--- config.mk ---
export PLATFORM = sky130hd
export DESIGN_NAME = tmr16_dbcmp
export DESIGN_NICKNAME = d
export VERILOG_FILES = /design/src/rtl/tmr16_pkg.sv /design/src/rtl/tmr16_count.sv /design/src/rtl/tmr16_cmpch.sv /design/src/rtl/tmr16_dbcmp.sv
export SDC_FILE = /design/constraint.sdc
export NUM_CORES = 1
export LEC_CHECK = 0
export ABC_AREA = 1
export BUFFER_PORTS_ARGS = -buffer_cell sky130_fd_sc_hd__buf_2
export CAP_MARGIN = 20
export CORE_MARGIN = 4
export CORE_UTILIZATION = 60
export DETAILED_ROUTE_END_ITERATION = 6
export GPL_TIMING_DRIVEN = 0
export HOLD_SLACK_MARGIN = 0.06
export PLACE_DENSITY = 0.95
export SETUP_SLACK_MARGIN = 0.1
export SLEW_MARGIN = 0
export SYNTH_ARGS = -nofsm -noshare
export SYNTH_HDL_FRONTEND = slang
export SYNTH_SLANG_ARGS = --single-unit
--- constraint.sdc ---
create_clock -name clk -period 8.45 [get_ports clk]
set_clock_uncertainty 0.2 [all_clocks]
set_input_delay 1.69 -clock clk [delete_from_list [all_inputs] [get_ports clk]]
set_output_delay 1.69 -clock clk [all_outputs]
set_load 0.02 [all_outputs]
--- src/rtl/tmr16_pkg.sv ---
package tmr16_pkg;

    localparam int CNT_W = 16;

    typedef enum logic [2:0] {
        TM_FREE     = 3'd0,
        TM_CLR_A    = 3'd1,
        TM_PWM8     = 3'd2,
        TM_PWM9     = 3'd3,
        TM_PWM10    = 3'd4,
        TM_PWM_A    = 3'd5,
        TM_DUAL_EXT = 3'd6,
        TM_DUAL_A   = 3'd7
    } tmr_mode_e;

    // per-cycle events broadcast from the counter to the channels
    typedef struct packed {
        logic adv;   // a count step happens this cycle
        logic endpt; // step taken at the load / overflow point
    } tmr_evt_t;

    function automatic logic is_buffered(tmr_mode_e m);
        return !(m == TM_FREE || m == TM_CLR_A);
    endfunction

    function automatic logic is_dual(tmr_mode_e m);
        return (m == TM_DUAL_EXT || m == TM_DUAL_A);
    endfunction

    function automatic logic [CNT_W-1:0] top_of(tmr_mode_e m,
                                                 logic [CNT_W-1:0] ch0,
                                                 logic [CNT_W-1:0] ext);
        logic [CNT_W-1:0] t;
        case (m)
            TM_FREE:     t = '1;
            TM_PWM8:     t = CNT_W'(16'h00FF);
            TM_PWM9:     t = CNT_W'(16'h01FF);
            TM_PWM10:    t = CNT_W'(16'h03FF);
            TM_DUAL_EXT: t = ext;
            default:     t = ch0;
        endcase
        return t;
    endfunction

endpackage

--- src/rtl/tmr16_count.sv ---
module tmr16_count
    import tmr16_pkg::*;
#(
    parameter int W = CNT_W
) (
    input  logic         clk,
    input  logic         rst,
    input  logic         tick,
    input  tmr_mode_e    mode,
    input  logic [W-1:0] top,
    input  logic         wr,
    input  logic [W-1:0] wdata,
    input  logic         ovf_clr,
    output logic [W-1:0] cnt,
    output logic         at_top,
    output logic         at_bottom,
    output tmr_evt_t     evt,
    output logic         ovf_flag
);

    logic         down;
    logic         nxt_down;
    logic [W-1:0] nxt;
    logic         dual;

    assign dual      = is_dual(mode);
    assign at_top    = (cnt == top);
    assign at_bottom = (cnt == '0);
    assign evt.adv   = tick && !wr;
    assign evt.endpt = evt.adv && (dual ? at_bottom : at_top);

    always_comb begin
        nxt      = cnt + W'(1);
        nxt_down = 1'b0;
        if (!dual) begin
            if (at_top) nxt = '0;
        end else if (!down) begin
            if (cnt >= top) begin
                nxt_down = 1'b1;
                nxt      = at_bottom ? cnt : cnt - W'(1);
            end
        end else if (!at_bottom) begin
            nxt_down = 1'b1;
            nxt      = cnt - W'(1);
        end
    end

    always_ff @(posedge clk) begin
        if (rst) begin
            cnt      <= '0;
            down     <= 1'b0;
            ovf_flag <= 1'b0;
        end else begin
            if (wr)        cnt <= wdata;
            else if (tick) cnt <= nxt;
            if (!dual)        down <= 1'b0;
            else if (evt.adv) down <= nxt_down;
            ovf_flag <= evt.endpt | (ovf_flag & ~ovf_clr);
        end
    end

    a_r3_write_wins: assert property (@(posedge clk) disable iff (rst)
        wr |=> cnt == $past(wdata));
    a_r2_idle_hold: assert property (@(posedge clk) disable iff (rst)
        (!tick && !wr) |=> $stable(cnt));
    a_r11_ovf_set: assert property (@(posedge clk) disable iff (rst)
        (tick && !wr && (dual ? cnt == '0 : cnt == top)) |=> ovf_flag);
    a_r4_wrap: assert property (@(posedge clk) disable iff (rst)
        (!dual && tick && !wr && cnt == top) |=> cnt == '0);

endmodule

--- src/rtl/tmr16_cmpch.sv ---
module tmr16_cmpch
    import tmr16_pkg::*;
#(
    parameter int W = CNT_W
) (
    input  logic         clk,
    input  logic         rst,
    input  tmr_mode_e    mode,
    input  logic [W-1:0] cnt,
    input  tmr_evt_t     evt,
    input  logic         wr,
    input  logic [W-1:0] wdata,
    input  logic         clr,
    output logic [W-1:0] act,
    output logic         match,
    output logic         flag
);

    logic [W-1:0] hold_buf;
    logic         buffered;

    assign buffered = is_buffered(mode);
    assign match    = (cnt == act);

    always_ff @(posedge clk) begin
        if (rst) begin
            hold_buf <= '0;
            act      <= '0;
            flag     <= 1'b0;
        end else begin
            if (wr) hold_buf <= wdata;
            if (!buffered) begin
                if (wr) act <= wdata;
            end else if (evt.endpt) begin
                act <= hold_buf;
            end
            flag <= (evt.adv && match) | (flag & ~clr);
        end
    end

    a_r9_direct: assert property (@(posedge clk) disable iff (rst)
        (!buffered && wr) |=> act == $past(wdata));
    a_r10_hold: assert property (@(posedge clk) disable iff (rst)
        (buffered && !evt.endpt) |=> $stable(act));
    a_r7_flag_set: assert property (@(posedge clk) disable iff (rst)
        (evt.adv && cnt == act) |=> flag);
    a_r8_clear: assert property (@(posedge clk) disable iff (rst)
        (clr && !(evt.adv && cnt == act)) |=> !flag);

endmodule

--- src/rtl/tmr16_dbcmp.sv ---
module tmr16_dbcmp
    import tmr16_pkg::*;
#(
    parameter int NCH = 2
) (
    input  logic                 clk,
    input  logic                 rst,
    input  logic                 tick,
    input  logic [2:0]           mode,
    input  logic [CNT_W-1:0]     top_ext,
    input  logic                 cnt_wr,
    input  logic [CNT_W-1:0]     cnt_wdata,
    input  logic [NCH-1:0]       cmp_wr,
    input  logic [CNT_W-1:0]     cmp_wdata,
    input  logic [NCH:0]         flag_clr,
    output logic [CNT_W-1:0]     count,
    output logic                 at_top,
    output logic                 at_bottom,
    output logic [NCH-1:0]       match,
    output logic [NCH*CNT_W-1:0] cmp_active,
    output logic [NCH-1:0]       cmp_flag,
    output logic                 ovf_flag
);

    localparam int W = CNT_W;

    tmr_mode_e    md;
    tmr_evt_t     evt;
    logic [W-1:0] top;
    logic [W-1:0] act_w [NCH];

    assign md  = tmr_mode_e'(mode);
    assign top = top_of(md, act_w[0], top_ext);

    tmr16_count #(.W(W)) u_cnt (
        .clk      (clk),
        .rst      (rst),
        .tick     (tick),
        .mode     (md),
        .top      (top),
        .wr       (cnt_wr),
        .wdata    (cnt_wdata),
        .ovf_clr  (flag_clr[0]),
        .cnt      (count),
        .at_top   (at_top),
        .at_bottom(at_bottom),
        .evt      (evt),
        .ovf_flag (ovf_flag)
    );

    for (genvar x = 0; x < NCH; x++) begin : g_ch
        tmr16_cmpch #(.W(W)) u_ch (
            .clk  (clk),
            .rst  (rst),
            .mode (md),
            .cnt  (count),
            .evt  (evt),
            .wr   (cmp_wr[x]),
            .wdata(cmp_wdata),
            .clr  (flag_clr[x+1]),
            .act  (act_w[x]),
            .match(match[x]),
            .flag (cmp_flag[x])
        );
        assign cmp_active[x*W +: W] = act_w[x];
    end

    a_r6_bottom: assert property (@(posedge clk) disable iff (rst)
        at_bottom == (count == '0));

endmodule

# Word level (Yosys, flattened, before mapping)

Index checks and enable logic that the tools add are counted.

Memories kept: 0
Latch bits: 0
Memory bits (writable): 0
Output and inout port bits: 55
Logic and storage cells: 68
Bits in registers: 84
ROM bits: 0

$lt $le $gt $ge: 1
$mul: 0
Divide/modulo/power cells: 0
Shift-type cells: 0
Multiplexer cells: 19
Add/subtract/negate cells: 2
Bitwise logic cells: 10
Reduce and logical (&&, ||, !) cells: 15
Eq/ne operators: 12

Operator list:

| operator                                             | count |
|---|---|
| two-way mux 16 bit                                   | 14 |
| one-hot mux 16 bit (5 select lines)                  | 1 |
| equality test 16 bit                                 | 3 |
| adder 16 x 1 -> 16 bit (second input constant)       | 1 |
| greater-or-equal comparator 16 bit                   | 1 |
| logical NOT 16 bit                                   | 1 |
| subtractor 16 x 1 -> 16 bit (second input constant)  | 1 |
| equality test 3 bit (second input constant)          | 3 |
| equality test 3 x 2 -> 1 bit (second input constant) | 2 |
| AND reduction 2 bit                                  | 3 |
| inequality test 5 bit (second input constant)        | 1 |
| logical AND 1 bit                                    | 4 |
| two-way mux 1 bit                                    | 4 |
| inequality test 2 bit (second input constant)        | 2 |
| NOT 1 bit                                            | 4 |
| nonzero test 2 bit                                   | 2 |
| bitwise AND 1 bit                                    | 3 |
| equality test 3 x 1 -> 1 bit (second input constant) | 1 |
| logical NOT 3 bit                                    | 1 |
| OR 1 bit                                             | 3 |
| logical OR 1 bit                                     | 2 |
| OR reduction 2 bit                                   | 1 |
| logical NOT 1 bit                                    | 1 |

# Depth between registers and ports, before layout

Gate-level depths: netlist (run 1).

Depth in word-level cells: 8
Depth in mapped cells: 25
Gate-level depth less buffers: 24

# Modules after synthesis

Synthesis (run 1) repeated with hierarchy kept, for this count alone.

Cell total of the unflattened synthesis: 1,006
Area total of the unflattened synthesis: 6,398.6 um2

By module, submodules not included:

| module      | area an instance (um2) | instances | cells each | sequential area each (um2) |
|---|---|---|---|---|
| tmr16_cmpch | 1,746.7                | 2         | 251        | 660.6 |
| tmr16_count | 2,496.1                | 1         | 425        | 360.3 |
| tmr16_dbcmp | 409.1                  | 1         | 79         | 0.0 |

# Worst setup path after synthesis (run 1)

No wires, ideal clock.

Path type: input to output
From: in mode[1]
To: out at_top
Arrival: 3.158 ns
Data required time: 6.560 ns
Path buffers: 0
Setup slack: 3.402 ns
Cell stages on the path: 11
Cell sequence: inv_1 > nor2_1 > nor2_1 > clkinv_1 > o22ai_1 > inv_1 > ha_1 > nand2_1 > nor2_1 > nand2_1 > nor2_4

Cells in the longest elaborated chain, start to end: 3
Elaborated cells between the ends (all ways): 7

Ends and longest elaborated chain:

| item                                              | line              | source |
|---|---|---|
| start: declaration                                | tmr16_dbcmp.sv:9  | `input logic [2:0] mode,` |
| equality test 3 bit, or another cell as far along | tmr16_pkg.sv:34   | `case (m)` |
| one-hot mux 16 bit (5 select lines) *             | tmr16_pkg.sv:34   |  |
| equality test 16 bit *                            | tmr16_count.sv:27 | `assign at_top = (cnt == top);` |
| end: declaration                                  | tmr16_dbcmp.sv:17 | `output logic at_top,` |

Every way passes the cells marked *; elsewhere a longest branch is shown, timed or not.

# Worst setup path after layout (run 1)

Same ends and word-level chain as after synthesis.

==> results of run 1 <==
sequential cells by signal, summed over array words and instances, names as in the netlist:
register	flops
g_ch.u_ch.hold_buf	32
u_cnt.down	1
u_cnt.cnt	16
g_ch.u_ch.flag	2
g_ch.u_ch.act	32
u_cnt.ovf_flag	1
how the worst min path moves through the flow:
| stage | from | to | slack (ns) | depth (start not counted) |
|---|---|---|---|---|
| global route | g_ch[1].u_ch.hold_buf[0] | g_ch[1].u_ch.hold_buf[0] | 0.29 | 2 |
| finish | g_ch[1].u_ch.hold_buf[2] | g_ch[1].u_ch.hold_buf[2] | 0.26 | 2 |
| detailed placement | g_ch[0].u_ch.hold_buf[11] | g_ch[0].u_ch.hold_buf[11] | 0.24 | 2 |
| CTS | g_ch[1].u_ch.hold_buf[4] | g_ch[1].u_ch.hold_buf[4] | 0.26 | 2 |
| floorplan | g_ch[0].u_ch.hold_buf[0] | g_ch[0].u_ch.hold_buf[0] | 0.22 | 2 |
| global placement | g_ch[0].u_ch.hold_buf[0] | g_ch[0].u_ch.hold_buf[0] | 0.23 | 2 |
where the power goes:
group          internal (uW)  switching, uW
Combinational            111            203
Clock                    117            184
Sequential               421           27.3
Total                    649            414
synthesized netlist by cell type (2+ instances only):
master and instances:
nand2_1 140, nor2_1 119, o21ai_0 96, dfxtp_1 84, inv_1 71, a21oi_1 55, nand3_1 43, xor2_1 34
nor2_2 24, o21ai_1 24, clkbuf_1 23, ha_1 19, xnor2_1 18, nor3_1 10, buf_4 8, buf_2 6
buf_6 6, nor2_4 6, a221oi_1 5, nand2_2 5, nand4_1 5, o22ai_1 5, or2_2 5, inv_2 4
inv_4 3, nor3b_1 3, a21o_1 2, buf_1 2, clkbuf_2 2, clkinv_1 2, nand2_8 2, nand3_4 2
nand3b_1 2, nor4_1 2, o21a_1 2, o21ai_4 2
final cells by class:
class / count / share of cell area
Multi-Input combinational cell: 638 / 0.521
Sequential cell: 84 / 0.253
Timing Repair Buffer: 113 / 0.0852
Inverter: 81 / 0.0471
Buffer: 47 / 0.0394
Tap cell: 129 / 0.0243
Clock buffer: 9 / 0.0187
Clock inverter: 7 / 0.0115
cells by family after synthesis:
logic type | Yosys count | share of synthesized area
AO/OA/AOI/OAI | 196 | 0.186
XOR/XNOR | 52 | 0.0797
adder cells (fa/ha/maj) | 19 | 0.0416
buffers and inverters | 128 | 0.101
flip-flops | 84 | 0.294
AND/OR/NAND/NOR | 371 | 0.298
critical path: stages:
cell and delay [ns]:
buf_2 0.16, inv_1 0.10, nor2_1 0.06, nor2_1 0.29
clkinv_1 0.34, o22ai_1 0.24, inv_1 0.07, ha_1 0.27
nand2_1 0.06, nor2_1 0.11, nand2_1 0.13, nor2_4 0.17
buf_2 0.19
per-stage QoR:
stage                     cells  area, sq um  utilization  worst slack [ns]
final                      1108         6640        0.719              2.69
after global routing       1108         6640        0.719              2.33
after CTS                  1108         6640        0.719              2.72
after detailed placement   1092         6440        0.697              2.72
after global placement     1092         6440        0.697              2.72
after floorplan             850         5710            -              3.40
routing by layer:
| metal | part of all wire | vias to the layer above | track usage |
|---|---|---|---|
| met4 | 0.057 | 0 | 0.206 |
| li1 | - | 3015 | - |
| met5 | 0 | - | 0 |
| met2 | 0.45 | 357 | 0.545 |
| met3 | 0.088 | 85 | 0.0533 |
| met1 | 0.40 | 2738 | 0.424 |
==> results.toml, run 1 <==
[min_path]
hold_class = "reg2reg"

[clock_network]
cts_tree = "built"
post-cts-setup-buffers = 0
cts_made_buffers = 9
clockBufferDepth = 2
cts_resized = 0
htreeDepth = 3
insertion_delay_ns = 0.39
root_buffer = "clkbuf_8"
cts.sinks = 84
cts.clk_slew.worst_paths_ns = 0.11
cts_hold_buf = 0

[floorplan]
core_area_sq_um = 9240
dieArea_sq_um = 11100
chipWidth_microns = 106
rows = 35
start_util = 0.618
die_h_microns = 106
io-pin-count = 115

[global_routing]
grt_usage = 0.338
grt_pass1_wl_mm = 29.8
grt_pass1_vias = 5883
grt_max_degree = 19
antenna_found_initial = 0
overflow = 0

[finish]
synthToLayoutAreaGrowth_pct = 16.2
final_nets = 1053
nFillCells = 799
multi_input_area_sq_um = 3460
layout_common_cells = "140 x nand2_1, 119 x nor2_1, 119 x buf_2, 96 x o21ai_0, 84 x dfxtp_1"
antennaDiodeCount = 0
final_common_cell = "nand2_1"
drive_gt1_frac = 0.213
layout.area.seq_sq_um = 1680

[yosys]
synth_warnings = 0
synth_area_leaders = "dfxtp_1 29%, nand2_1 9.2%, o21ai_0 8.4%"
synth_edf_count = 0
ys.flop_type = "dfxtp_1"
yosysSeqAreaShare = 0.294
synth-seq-cells = 84
synth_top_area_cell = "dfxtp_1"
avgSynthCellArea_sq_um = 6.72
ys_types = 45
syn_nets = 929
synthArstFlopShare = 0
yosysTopAreaCellShare = 0.294
netlist_instances = 850
mappedNetlistArea_sq_um = 5710

[worst_setup_path]
worstPathMaxFanout = 10
reg2reg_to = "u_cnt.cnt[9]"
reg2reg_from = "u_cnt.cnt[0]"
setup.worst_path.start = "mode[1]"
critPathCapture = "at_top"
worstPathRequired_ns = 6.56
start_kind = "input pin"
crit_type = "in2out"
r2r_cells = 14
end_kind = "primary output"
critPathArrivalTime_ns = 3.87
r2r_slack_ns = 5.41

[run]
drv_cap = 0

[routing]
via_count = 6195
post_drt_wl_per_cell_microns = 17.0
ant_nets = 0
via_per_inst = 5.59
drt-initial-drc-count = 447
wirelength_mm = 18.8
drc = 0
dr.pass1.iters = 5

[sta]
tns_ns = 0
post-route-period-util = 0.682
grt_setup_unrepaired = "false"
final_hold_viol_count = 0
maxSlewViolCount = 0
slew_headroom = 0.468
whs_ns = 0.259
setup_violations = 0
period_needed_ns = 5.76
max_freq_mhz = 173
tightest_slew_ns = 0.791

[power]
ir_drop_mv = 0.131
finalPower_uw = 1060
powerDensity_nw_per_um2 = 160
leakage_uw = 0.00320

[outcome]
outcome = "finished clean"

[placed_design]
dp_hpwl_mm = 14.5
portBuffers = 113
place_congestion = 1.01
Note: power is estimated with default switching activity, not from simulation.
==> inputs of run 2 (changes only) <==
- CORE_UTILIZATION: 60 -> 56
- PLACE_DENSITY: 0.95 -> 0.9
- clock period: 8.45 -> 5.4 ns (I/O delays scaled with it)
==> run 2 against run 1 <==
Sequential share of layout area up 0.086 points. Sequential power grew 56%. Global-route usage is 3.2 points lower. Combinational power is 55% higher. Register-to-register slack worse by 3.1 ns. Total power rose by 51%. Via count is 0.52% lower. Core utilization fell by 4.8 points. Critical path depth did not move. Sequential cell count stayed put. Cell count increased by 0.27%. Clock power rose by 40%. Critical path type unchanged.
==> results.toml, run 2 (same netlist as run 1, synthesis figures left out) <==
[clock_network]
cts.clk_slew.worst_paths_ns = 0.08
cts.sinks = 84
cts_tree = "built"
insertion_delay_ns = 0.38
cts_made_buffers = 9
clockBufferDepth = 2
htreeDepth = 3
post-cts-setup-buffers = 0
root_buffer = "clkbuf_8"
cts_hold_buf = 0
cts_resized = 0

[routing]
via_per_inst = 5.55
dr.pass1.iters = 6
drc = 0
drt-initial-drc-count = 582
via_count = 6163
post_drt_wl_per_cell_microns = 16.3
wirelength_mm = 18.1
ant_nets = 0

[sta]
whs_ns = 0.256
setup_violations = 0
max_freq_mhz = 220
tightest_slew_ns = 0.845
final_hold_viol_count = 0
tns_ns = 0
post-route-period-util = 0.843
maxSlewViolCount = 0
period_needed_ns = 4.55
grt_setup_unrepaired = "false"
slew_headroom = 0.431

[worst_setup_path]
critPathBufInv = 5
critPathArrivalTime_ns = 3.27
crit_type = "in2out"
end_kind = "primary output"
path_cells = "buf_2 -> inv_1 -> nor2_1 -> nor2_1 -> clkinv_1 -> o22ai_1 -> inv_1 -> ha_1 -> nand2_1 -> nor2_1 -> nand2_1 -> nor2_4 -> buf_2"
cp.depth = 13
critPathMostFrequentCell = "nor2_1"
worstPathRequired_ns = 4.12
cp_top_family = "buffers and inverters"
cpPeakStageDelay_ns = 0.34
setup.worst_path.start = "mode[1]"
slowest_stage = "clkinv_1"
r2r_cells = 14
reg2reg_from = "u_cnt.cnt[0]"
worstPathMaxFanout = 10
start_kind = "input pin"

[finish]
nFillCells = 890
largest_registers = "g_ch.u_ch.act (32), g_ch.u_ch.hold_buf (32), u_cnt.cnt (16)"
antennaDiodeCount = 0
layout_common_cells = "140 x nand2_1, 119 x nor2_1, 119 x buf_2, 96 x o21ai_0, 84 x dfxtp_1"
final_nets = 1053
multi_input_area_sq_um = 3460
drive_gt1_frac = 0.213
layout.area.seq_sq_um = 1680
synthToLayoutAreaGrowth_pct = 15.8
final_common_cell = "nand2_1"

[floorplan]
core_area_sq_um = 9860
rows = 36
chipWidth_microns = 109
dieArea_sq_um = 11900
die_h_microns = 109
start_util = 0.579
io-pin-count = 115

[global_routing]
antenna_found_initial = 0
grt_pass1_wl_mm = 28.2
grt_use_met3 = 0.0592
grt_use_met1 = 0.383
overflow = 0
grt_pass1_vias = 5594
grt_usage = 0.306
grt_max_degree = 16
busiest_layer = "met2"
grt_util_met2 = 0.507

[placed_design]
portBuffers = 113
dp_hpwl_mm = 14.2
place_congestion = 1.03

[outcome]
outcome = "finished clean"

[power]
leakage_uw = 0.00318
ir_drop_mv = 0.210
powerDensity_nw_per_um2 = 243

[run]
drv_cap = 0

[min_path]
min_path_cells = 2
hold_class = "reg2reg"
min_from = "g_ch[1].u_ch.hold_buf[9]"
[run 2: worst paths after layout]
check / to / slack, ns
worst max register to register: u_cnt.cnt[8] / 2.33
worst min-delay path: g_ch[1].u_ch.hold_buf[9] / 0.26
worst min register to register: g_ch[1].u_ch.hold_buf[9] / 0.26
worst max-delay path: at_top / 0.85
[run 2: report_power, final]
part	switching (uW)	internal (uW)
registers	42.0	659
clock network	251	170
logic	313	174
[run 2: worst register-to-register path: cells and delay by family, from the launching register on]
| family | cells | cell delay, ns |
|---|---|---|
| and+or+nand+nor | 7 | 0.83 |
| DFF | 1 | 0.61 |
| AOI/OAI and AO/OA | 4 | 0.58 |
| buffers and inverters | 2 | 0.42 |
| adders and majority gates | 1 | 0.32 |
[run 2: per-layer routing]
| layer | wire length (microns) | share of wire |
|---|---|---|
| met5 | 0 | 0 |
| met4 | 715 | 0.039 |
| met3 | 1720 | 0.095 |
| met2 | 8490 | 0.47 |
| met1 | 7210 | 0.40 |
[run 2: metrics by stage]
stage          instance area [sq um]  total power, uW  setup WS (ns)   util  std cells
3_5_place_dp                    6450             1190          0.902  0.653       1096
4_1_cts                         6620             1600          0.896  0.671       1111
2_1_floorplan                   5710             1040           1.57      -        850
3_3_place_gp                    6450             1180          0.968  0.653       1096
5_1_grt                         6620             1690          0.671  0.671       1111
6_report                        6620             1610          0.849  0.671       1111
[run 2: layout make-up]
class | instances | share of cell area
timing repair buffer | 113 | 0.0854
sequential | 84 | 0.254
inverter | 81 | 0.0473
multi-input combinational | 638 | 0.522
buffer | 47 | 0.0395
clock buffer | 9 | 0.0187
clock inverter | 6 | 0.00737
tap | 133 | 0.0251
==> inputs of run 3 (changes only) <==
- CORE_UTILIZATION: 56 -> 51
- PLACE_DENSITY: 0.9 -> 0.87
- clock period: 5.4 -> 4.1 ns (I/O delays scaled with it)
==> run 3 against run 2 <==
Die area grew 9.1%. Worst hold slack is essentially flat. Total power grew 38%. Clock power grew 56%. Clock-buffer cell count grew 2. Global-route usage shrank 2.4 points. Via count shrank 0.26%. Highest routed layer unchanged.
==> results.toml, run 3 (same netlist as run 1, synthesis figures left out) <==
[outcome]
outcome = "finished clean"

[sta]
tns_ns = 0
grt_setup_unrepaired = "false"
tightest_slew_ns = 0.906
final_hold_viol_count = 0
max_freq_mhz = 266
setup_violations = 0
slew_headroom = 0.390
maxSlewViolCount = 0
post-route-period-util = 0.916
period_needed_ns = 3.75

[floorplan]
io-pin-count = 115
die_h_microns = 114
start_util = 0.525
dieArea_sq_um = 13000
rows = 38
chipWidth_microns = 114
core_area_sq_um = 10900

[global_routing]
grt_max_degree = 16
grt_usage = 0.283
grt_pass1_wl_mm = 28.8
grt_pass1_vias = 5622
overflow = 0
antenna_found_initial = 0

[worst_setup_path]
critPathArrivalTime_ns = 2.73
worstPathRequired_ns = 3.08
worstPathMaxFanout = 10
start_kind = "input pin"
cpPeakStageDelay_ns = 0.27
cp_top_family = "simple AND/OR/NAND/NOR gates"
end_kind = "primary output"
slowest_stage = "ha_1"
path_cells = "buf_2 -> inv_1 -> nor2_1 -> nor2_2 -> clkinv_2 -> o22ai_1 -> inv_1 -> ha_1 -> nand2_1 -> nor2_1 -> nand2_1 -> nor2_4 -> buf_2"
crit_type = "in2out"
critPathBufInv = 5

[finish]
stdcell_count = 1119
antennaDiodeCount = 0
fin_util = 0.614
drive_gt1_frac = 0.217
final_nets = 1053
synthToLayoutAreaGrowth_pct = 17.0
final_common_cell = "nand2_1"
layout_common_cells = "140 x nand2_1, 119 x buf_2, 117 x nor2_1, 96 x o21ai_0, 84 x dfxtp_1"
largest_registers = "g_ch.u_ch.act (32), g_ch.u_ch.hold_buf (32), u_cnt.cnt (16)"

[power]
p_int_uw = 1420
power_switching_uw = 807
powerDensity_nw_per_um2 = 333
power.clock.fraction = 0.296
leakage_uw = 0.00321
ir_drop_mv = 0.324
swShare = 0.362
seq_power_share = 0.415
power.share.combinational = 0.289
finalPower_uw = 2230

[run]
drv_cap = 0

[routing]
drc = 0
wirelength_mm = 18.7
via_count = 6147
ant_nets = 0
via_per_inst = 5.49
dr.pass1.iters = 7
post_drt_wl_per_cell_microns = 16.7
drt-initial-drc-count = 518

[clock_network]
insertion_delay_ns = 0.38
cts_tree = "built"
cts_hold_buf = 0
cts_made_buffers = 9
htreeDepth = 3
clockBufferDepth = 2
cts.clk_slew.worst_paths_ns = 0.09
post-cts-setup-buffers = 0
root_buffer = "clkbuf_8"
cts.sinks = 84

[placed_design]
place_congestion = 1.04
dpl.cell_count = 1103
dp_hpwl_mm = 14.6
portBuffers = 113

[min_path]
hold_class = "reg2reg"
-- run 3: cell types whose count changed in the layout (fill, tap and decap cells not counted), sizes merged --
cell / change
clkbuf: +2
clkinvlp: -2
bufinv: +1
clkinv: +1
inv: -1
-- run 3: worst register-to-register path: stages (launching register included) --
cell      delay, ns
dfxtp_1        0.61
inv_1          0.21
ha_1           0.33
nand2_1        0.06
nor2_1         0.10
nand2_1        0.13
o21ai_1        0.14
nor2_1         0.05
nand2_1        0.11
nand2_2        0.14
o21ai_1        0.16
nand2_1        0.18
clkbuf_2       0.24
o21ai_0        0.18
a21oi_1        0.09
-- run 3: repair_timing --
item                       4_1_cts  5_1_grt
setup endpoints to repair        1       36
gates resized for setup          1        3
gates cloned                     0        0
-- run 3: routing by layer --
metal	up-vias	global-route usage	wire [microns]
met5	-	0	0
met4	0	0.150	920
met3	63	0.0552	1790
met2	313	0.462	8540
met1	2760	0.353	7410
li1	3011	-	-
-- run 3: cell type report --
class	count	area [sq um]
repair buffers	113	566
well taps	140	175
fillers	1065	4200
multi-input cells	638	3470
inverters	81	314
flip-flops and latches	84	1680
clock inverters	5	67.6
clock buffers	11	151
plain buffers	47	262
-- run 3: power by group through the flow --
stage | clock (uW) | sequential [uW] | combinational, uW
3_3_place_gp | 0 | 940 | 623
4_1_cts | 662 | 922 | 636
2_1_floorplan | 0 | 958 | 414
3_5_place_dp | 0 | 941 | 632
5_1_grt | 693 | 929 | 710
6_report | 658 | 924 | 645
-- run 3: final timing paths --
path                                  from                  endpoint  slack (ns)  cells after the start
hold reg to reg   g_ch[0].u_ch.hold_buf[2]  g_ch[0].u_ch.hold_buf[2]        0.26                      2
hold / removal    g_ch[0].u_ch.hold_buf[2]  g_ch[0].u_ch.hold_buf[2]        0.26                      2
setup / recovery                   mode[1]                    at_top        0.35                     13
setup reg to reg              u_cnt.cnt[0]             u_cnt.cnt[11]        1.05                     14
-- run 3: stage by stage --
step	instance area [sq um]	hold slack (ns)	setup WS, ns
floorplan	5710	0.225	0.616
global placement	6450	0.235	-0.110
detailed placement	6450	0.241	-0.126
CTS	6680	0.255	0.168
global route	6690	0.281	0.169
finish	6690	0.256	0.346
